$ cat src/rtl/alu_chain_pkg.sv
package alu_chain_pkg;

   typedef enum logic [2:0] {
      OP_CLEAR = 3'b000,
      OP_RSUB  = 3'b001,
      OP_SUB   = 3'b010,
      OP_ADD   = 3'b011,
      OP_XOR   = 3'b100,
      OP_OR    = 3'b101,
      OP_AND   = 3'b110,
      OP_SET   = 3'b111
   } alu_op_e;

   function automatic logic op_is_arith(input alu_op_e op);
      return (op == OP_RSUB) || (op == OP_SUB) || (op == OP_ADD);
   endfunction

endpackage

$ cat src/rtl/alu_operand_prep.sv
module alu_operand_prep
   import alu_chain_pkg::*;
#(
   parameter int WIDTH = 4
) (
   input  alu_op_e            op,
   input  logic [WIDTH-1:0]   a_val,
   input  logic [WIDTH-1:0]   b_val,
   output logic [WIDTH-1:0]   x_val,
   output logic [WIDTH-1:0]   y_val,
   output logic               arith
);
   always_comb begin
      x_val = a_val;
      y_val = b_val;
      unique case (op)
         OP_RSUB: begin x_val = b_val; y_val = ~a_val; end
         OP_SUB:  begin x_val = a_val; y_val = ~b_val; end
         default: ;
      endcase
   end

   assign arith = op_is_arith(op);
endmodule

$ cat src/rtl/alu_adder.sv
module alu_adder #(
   parameter int WIDTH  = 4,
   parameter bit RIPPLE = 1'b1
) (
   input  logic [WIDTH-1:0] x_val,
   input  logic [WIDTH-1:0] y_val,
   input  logic             c_in,
   output logic [WIDTH-1:0] sum,
   output logic             c_out,
   output logic             c_msb
);
   if (RIPPLE) begin : g_ripple
      logic [WIDTH:0] cy;
      assign cy[0] = c_in;
      for (genvar i = 0; i < WIDTH; i++) begin : g_bit
         assign sum[i]  = x_val[i] ^ y_val[i] ^ cy[i];
         assign cy[i+1] = (x_val[i] & y_val[i]) | (cy[i] & (x_val[i] ^ y_val[i]));
      end
      assign c_out = cy[WIDTH];
      assign c_msb = cy[WIDTH-1];
   end else begin : g_vector
      logic [WIDTH-1:0] low;
      logic [1:0]       top;
      assign low   = {1'b0, x_val[WIDTH-2:0]} + {1'b0, y_val[WIDTH-2:0]}
                   + {{(WIDTH-1){1'b0}}, c_in};
      assign c_msb = low[WIDTH-1];
      assign top   = {1'b0, x_val[WIDTH-1]} + {1'b0, y_val[WIDTH-1]} + {1'b0, c_msb};
      assign sum   = {top[0], low[WIDTH-2:0]};
      assign c_out = top[1];
   end
endmodule

$ cat src/rtl/alu_logic_unit.sv
module alu_logic_unit
   import alu_chain_pkg::*;
#(
   parameter int WIDTH = 4
) (
   input  alu_op_e          op,
   input  logic [WIDTH-1:0] a_val,
   input  logic [WIDTH-1:0] b_val,
   output logic [WIDTH-1:0] res
);
   always_comb begin
      unique case (op)
         OP_XOR:  res = a_val ^ b_val;
         OP_OR:   res = a_val | b_val;
         OP_AND:  res = a_val & b_val;
         OP_SET:  res = '1;
         default: res = '0;
      endcase
   end
endmodule

$ cat src/rtl/alu_slice.sv
module alu_slice
   import alu_chain_pkg::*;
#(
   parameter int WIDTH  = 4,
   parameter bit RIPPLE = 1'b1
) (
   input  logic [WIDTH-1:0] a_in,
   input  logic [WIDTH-1:0] b_in,
   input  alu_op_e          op,
   input  logic             c_in,
   output logic [WIDTH-1:0] f_out,
   output logic             c_out,
   output logic             v_out
);
   logic [WIDTH-1:0] x_val, y_val, sum, lres;
   logic             arith, add_co, add_cm;

   alu_operand_prep #(.WIDTH(WIDTH)) u_prep (
      .op(op), .a_val(a_in), .b_val(b_in),
      .x_val(x_val), .y_val(y_val), .arith(arith)
   );

   alu_adder #(.WIDTH(WIDTH), .RIPPLE(RIPPLE)) u_add (
      .x_val(x_val), .y_val(y_val), .c_in(c_in),
      .sum(sum), .c_out(add_co), .c_msb(add_cm)
   );

   alu_logic_unit #(.WIDTH(WIDTH)) u_logic (
      .op(op), .a_val(a_in), .b_val(b_in), .res(lres)
   );

   assign f_out = arith ? sum : lres;
   assign c_out = arith & add_co;
   assign v_out = arith & (add_co ^ add_cm);
endmodule

$ cat src/rtl/alu_chain.sv
module alu_chain
   import alu_chain_pkg::*;
#(
   parameter int SLICE_W    = 4,
   parameter int NUM_SLICES = 2,
   parameter bit RIPPLE     = 1'b1,
   localparam int TOTAL_W   = SLICE_W * NUM_SLICES
) (
   input  logic [TOTAL_W-1:0] opa,
   input  logic [TOTAL_W-1:0] opb,
   input  logic [2:0]         op_sel,
   input  logic               carry_in,
   output logic [TOTAL_W-1:0] result,
   output logic               carry_out,
   output logic               overflow
);
   if (SLICE_W < 2) begin : g_bad_width
      $error("alu_chain: SLICE_W must be at least 2");
   end
   if (NUM_SLICES < 1) begin : g_bad_count
      $error("alu_chain: NUM_SLICES must be at least 1");
   end

   alu_op_e               op;
   logic [NUM_SLICES:0]   cc;
   logic [NUM_SLICES-1:0] v_all;

   assign op    = alu_op_e'(op_sel);
   assign cc[0] = carry_in;

   for (genvar s = 0; s < NUM_SLICES; s++) begin : g_slice
      alu_slice #(.WIDTH(SLICE_W), .RIPPLE(RIPPLE)) u_slice (
         .a_in (opa[s*SLICE_W +: SLICE_W]),
         .b_in (opb[s*SLICE_W +: SLICE_W]),
         .op   (op),
         .c_in (cc[s]),
         .f_out(result[s*SLICE_W +: SLICE_W]),
         .c_out(cc[s+1]),
         .v_out(v_all[s])
      );
   end

   assign carry_out = cc[NUM_SLICES];
   assign overflow  = v_all[NUM_SLICES-1];
endmodule

$ cat config.mk
export PLATFORM = sky130hd
export DESIGN_NAME = alu_chain
export DESIGN_NICKNAME = d
export VERILOG_FILES = /design/src/rtl/alu_chain_pkg.sv /design/src/rtl/alu_operand_prep.sv /design/src/rtl/alu_adder.sv /design/src/rtl/alu_logic_unit.sv /design/src/rtl/alu_slice.sv /design/src/rtl/alu_chain.sv
export SDC_FILE = /design/constraint.sdc
export NUM_CORES = 1
export LEC_CHECK = 0
export ABC_AREA = 1
export BUFFER_PORTS_ARGS = -buffer_cell sky130_fd_sc_hd__buf_2
export CAP_MARGIN = 30
export CORE_ASPECT_RATIO = 1.1
export CORE_MARGIN = 3
export CORE_UTILIZATION = 60
export DETAILED_ROUTE_END_ITERATION = 12
export GPL_ROUTABILITY_DRIVEN = 0
export PLACE_DENSITY = 0.94
export SYNTH_ARGS = -nofsm -noshare
export SYNTH_HDL_FRONTEND = slang
export SYNTH_SLANG_ARGS = --single-unit
$ cat constraint.sdc
create_clock -name vclk -period 15.5
set_clock_uncertainty 0.05 [all_clocks]
set_input_delay 3.1 -clock vclk [all_inputs]
set_output_delay 3.1 -clock vclk [all_outputs]
set_load 0.005 [all_outputs]
==> flow_metrics.py <==
metrics = {
    "grt": {
        "grtUsageTotal_pct": 24.4,
        "grt.overflow.total": 0,
        "grt_max_degree": 19,
        "first_global_vias": 1165,
        "antenna_found_initial": 0,
        "grt_pass1_wl_um": 4520,
    },
    "critical_path": {
        "path_buf_inv": 7,
        "critPathCaptureType": "output pin",
        "crit_path_top_delay_cell": "fa_1",
        "start_kind": "primary input",
        "cp_top_family": "adder cells",
        "worst_ep_arrival_time_ns": 7.61,
        "cp_slowest_stage_delay_ns": 0.50,
        "cp_max_fo": 18,
        "required_ns": 12.35,
        "crit_chain": "buf_2 > inv_2 > nand3_2 > nand2_1 > o21ai_0 > fa_1 > fa_1 > inv_1 > fa_1 > inv_1 > fa_1 > nor2_1 > fa_1 > inv_1 > fa_1 > fa_1 > fa_1 > inv_1 > nand3_1 > nand4_1 > buf_2",
        "path_class": "in2out",
        "worst_path_most_repeated_cell": "fa_1",
    },
    "sta": {
        "fin_crit_sh_pct": 69.4,
        "worst_slew_pin_slew_ns": 0.422,
        "maxSlewViolCount": 0,
        "worst_slack_ns": 4.74,
        "slew_headroom_pct": 71.8,
        "finalSetupTns_ns": 0,
        "rsz0062_at_grt": "no",
        "finalCriticalPeriod_ns": 10.76,
        "hold_viol_final": 0,
        "finalSetupViolCount": 0,
        "max_freq_ghz": 0.0929,
    },
    "die": {
        "core_um2": 1630,
        "die_y_um": 50.7,
        "initial_utilization_pct": 66.7,
        "ios": 30,
        "die_w_um": 46.6,
        "rows": 15,
        "die_area_um2": 2360,
    },
    "finish": {
        "layout-drive-gt1-share_pct": 19.1,
        "register_area_um2": 0,
        "antenna-diode-count": 0,
        "final_cells": 226,
        "nets": 255,
        "syn2layout_area_growth_pct": 12.1,
        "final_util_pct": 74.7,
        "seq_cells": 0,
        "n_fill_cell": 139,
        "n_clock_buffer": 0,
    },
    "power": {
        "power_uw": 39.5,
        "peakVddDrop_uv": 19.0,
        "p_leak_nw": 0.742,
        "power.density_nw_per_um2": 32.4,
    },
    "routing": {
        "antenna_left": 0,
        "wl_um": 2740,
        "firstDrtPassIters": 4,
        "drc": 0,
        "first_iter_violations": 28,
        "num_vias": 1263,
        "via_per_inst": 5.59,
        "wl_per_cell_um": 12.1,
    },
    "clock_network": {
        "cts_setup_buffers": 0,
        "hold_buffers": 0,
        "cts_resized": 0,
    },
    "synth": {
        "yosysMostFrequentCell": "nand2_1",
        "yosysWarnings": 0,
        "syn_area_um2": 1090,
        "synth_fp_nets": 228,
        "seq_area_frac_synth_pct": 0,
        "netlist_top_cells_count": "42 x nand2_1, 37 x inv_1, 26 x nand3_1",
        "synth_top_area_share_pct": 18.4,
        "yosys.area.top_type": "ha_1",
        "syn_area_per_cell_um2": 5.92,
        "synthCells": 184,
        "yosysUniqueCellTypes": 17,
        "yosys-top-cells-area": "ha_1 18%, fa_1 15%, nand2_1 14%",
    },
    "outcome": {
        "status": "completed",
    },
    "placement": {
        "dpl.cell_count": 226,
        "place.port_buffers": 30,
        "place_hpwl_um": 2230,
        "post-place-ws_ns": 4.77,
    },
    "job": {
        "max_cap_viol_count": 0,
    },
    "hold_path": {
        "hold_class": "in2out",
    },
}
## area by class of cell
class / count / area, µm² / share of cell area, %
inverters: 40 / 150 / 12.3
multi-input cells: 139 / 898 / 73.6
well taps: 17 / 21.3 / 1.74
repair buffers: 30 / 150 / 12.3
## metal layers
metal  GRT usage (%)  vias to the layer above  wire [µm]
met5               0                        -          0
met4            6.91                        0         10
met3            1.43                        2        214
met2            44.0                       48       1420
met1            29.7                      584       1090
li1                -                      629          -
## where the power goes
part / total [mW] / switching, mW / internal, mW
combinational: 0.0395 / 0.0233 / 0.0163
sequential: 0 / 0 / 0
clock: 0 / 0 / 0
## tightest hold or removal path: stages
cell and delay [ns]:
buf_2 0.09, ha_1 0.13, o21ai_0 0.07, nand4_1 0.08, buf_2 0.10
## path summary, 6_finish.rpt
check       from        end  slack [ns]  depth (start not counted)
min       opa[3]  result[3]        6.62                          5
max    op_sel[2]  result[7]        4.74                         21
## cells in the final DEF, fill, tap and decap left out, drive strengths merged
master / instances
nand2: 44
inv: 40
buf: 30
nand3: 28
nor2: 19
ha: 16
o21ai: 15
nand4: 8
fa: 8
xnor2: 1
## through the flow
stage,hold WS [ns],area (µm²)
3_5_place_dp,6.63,1220
5_1_grt,6.66,1220
3_3_place_gp,6.62,1220
4_1_cts,6.63,1220
6_report,6.62,1220
2_1_floorplan,6.36,1090
## cells by family (layout without fill, tap and decap cells)
family,Yosys count,in the layout,share of synthesized area (%)
and+or+nand+nor,99,99,41.7
buffers and inverters,45,70,17.5
adders and majority gates,24,24,33.1
xor gates and xnor gates,1,1,0.805
AOI/OAI and AO/OA,15,15,6.90
Power figures use the tool's default switching activity.
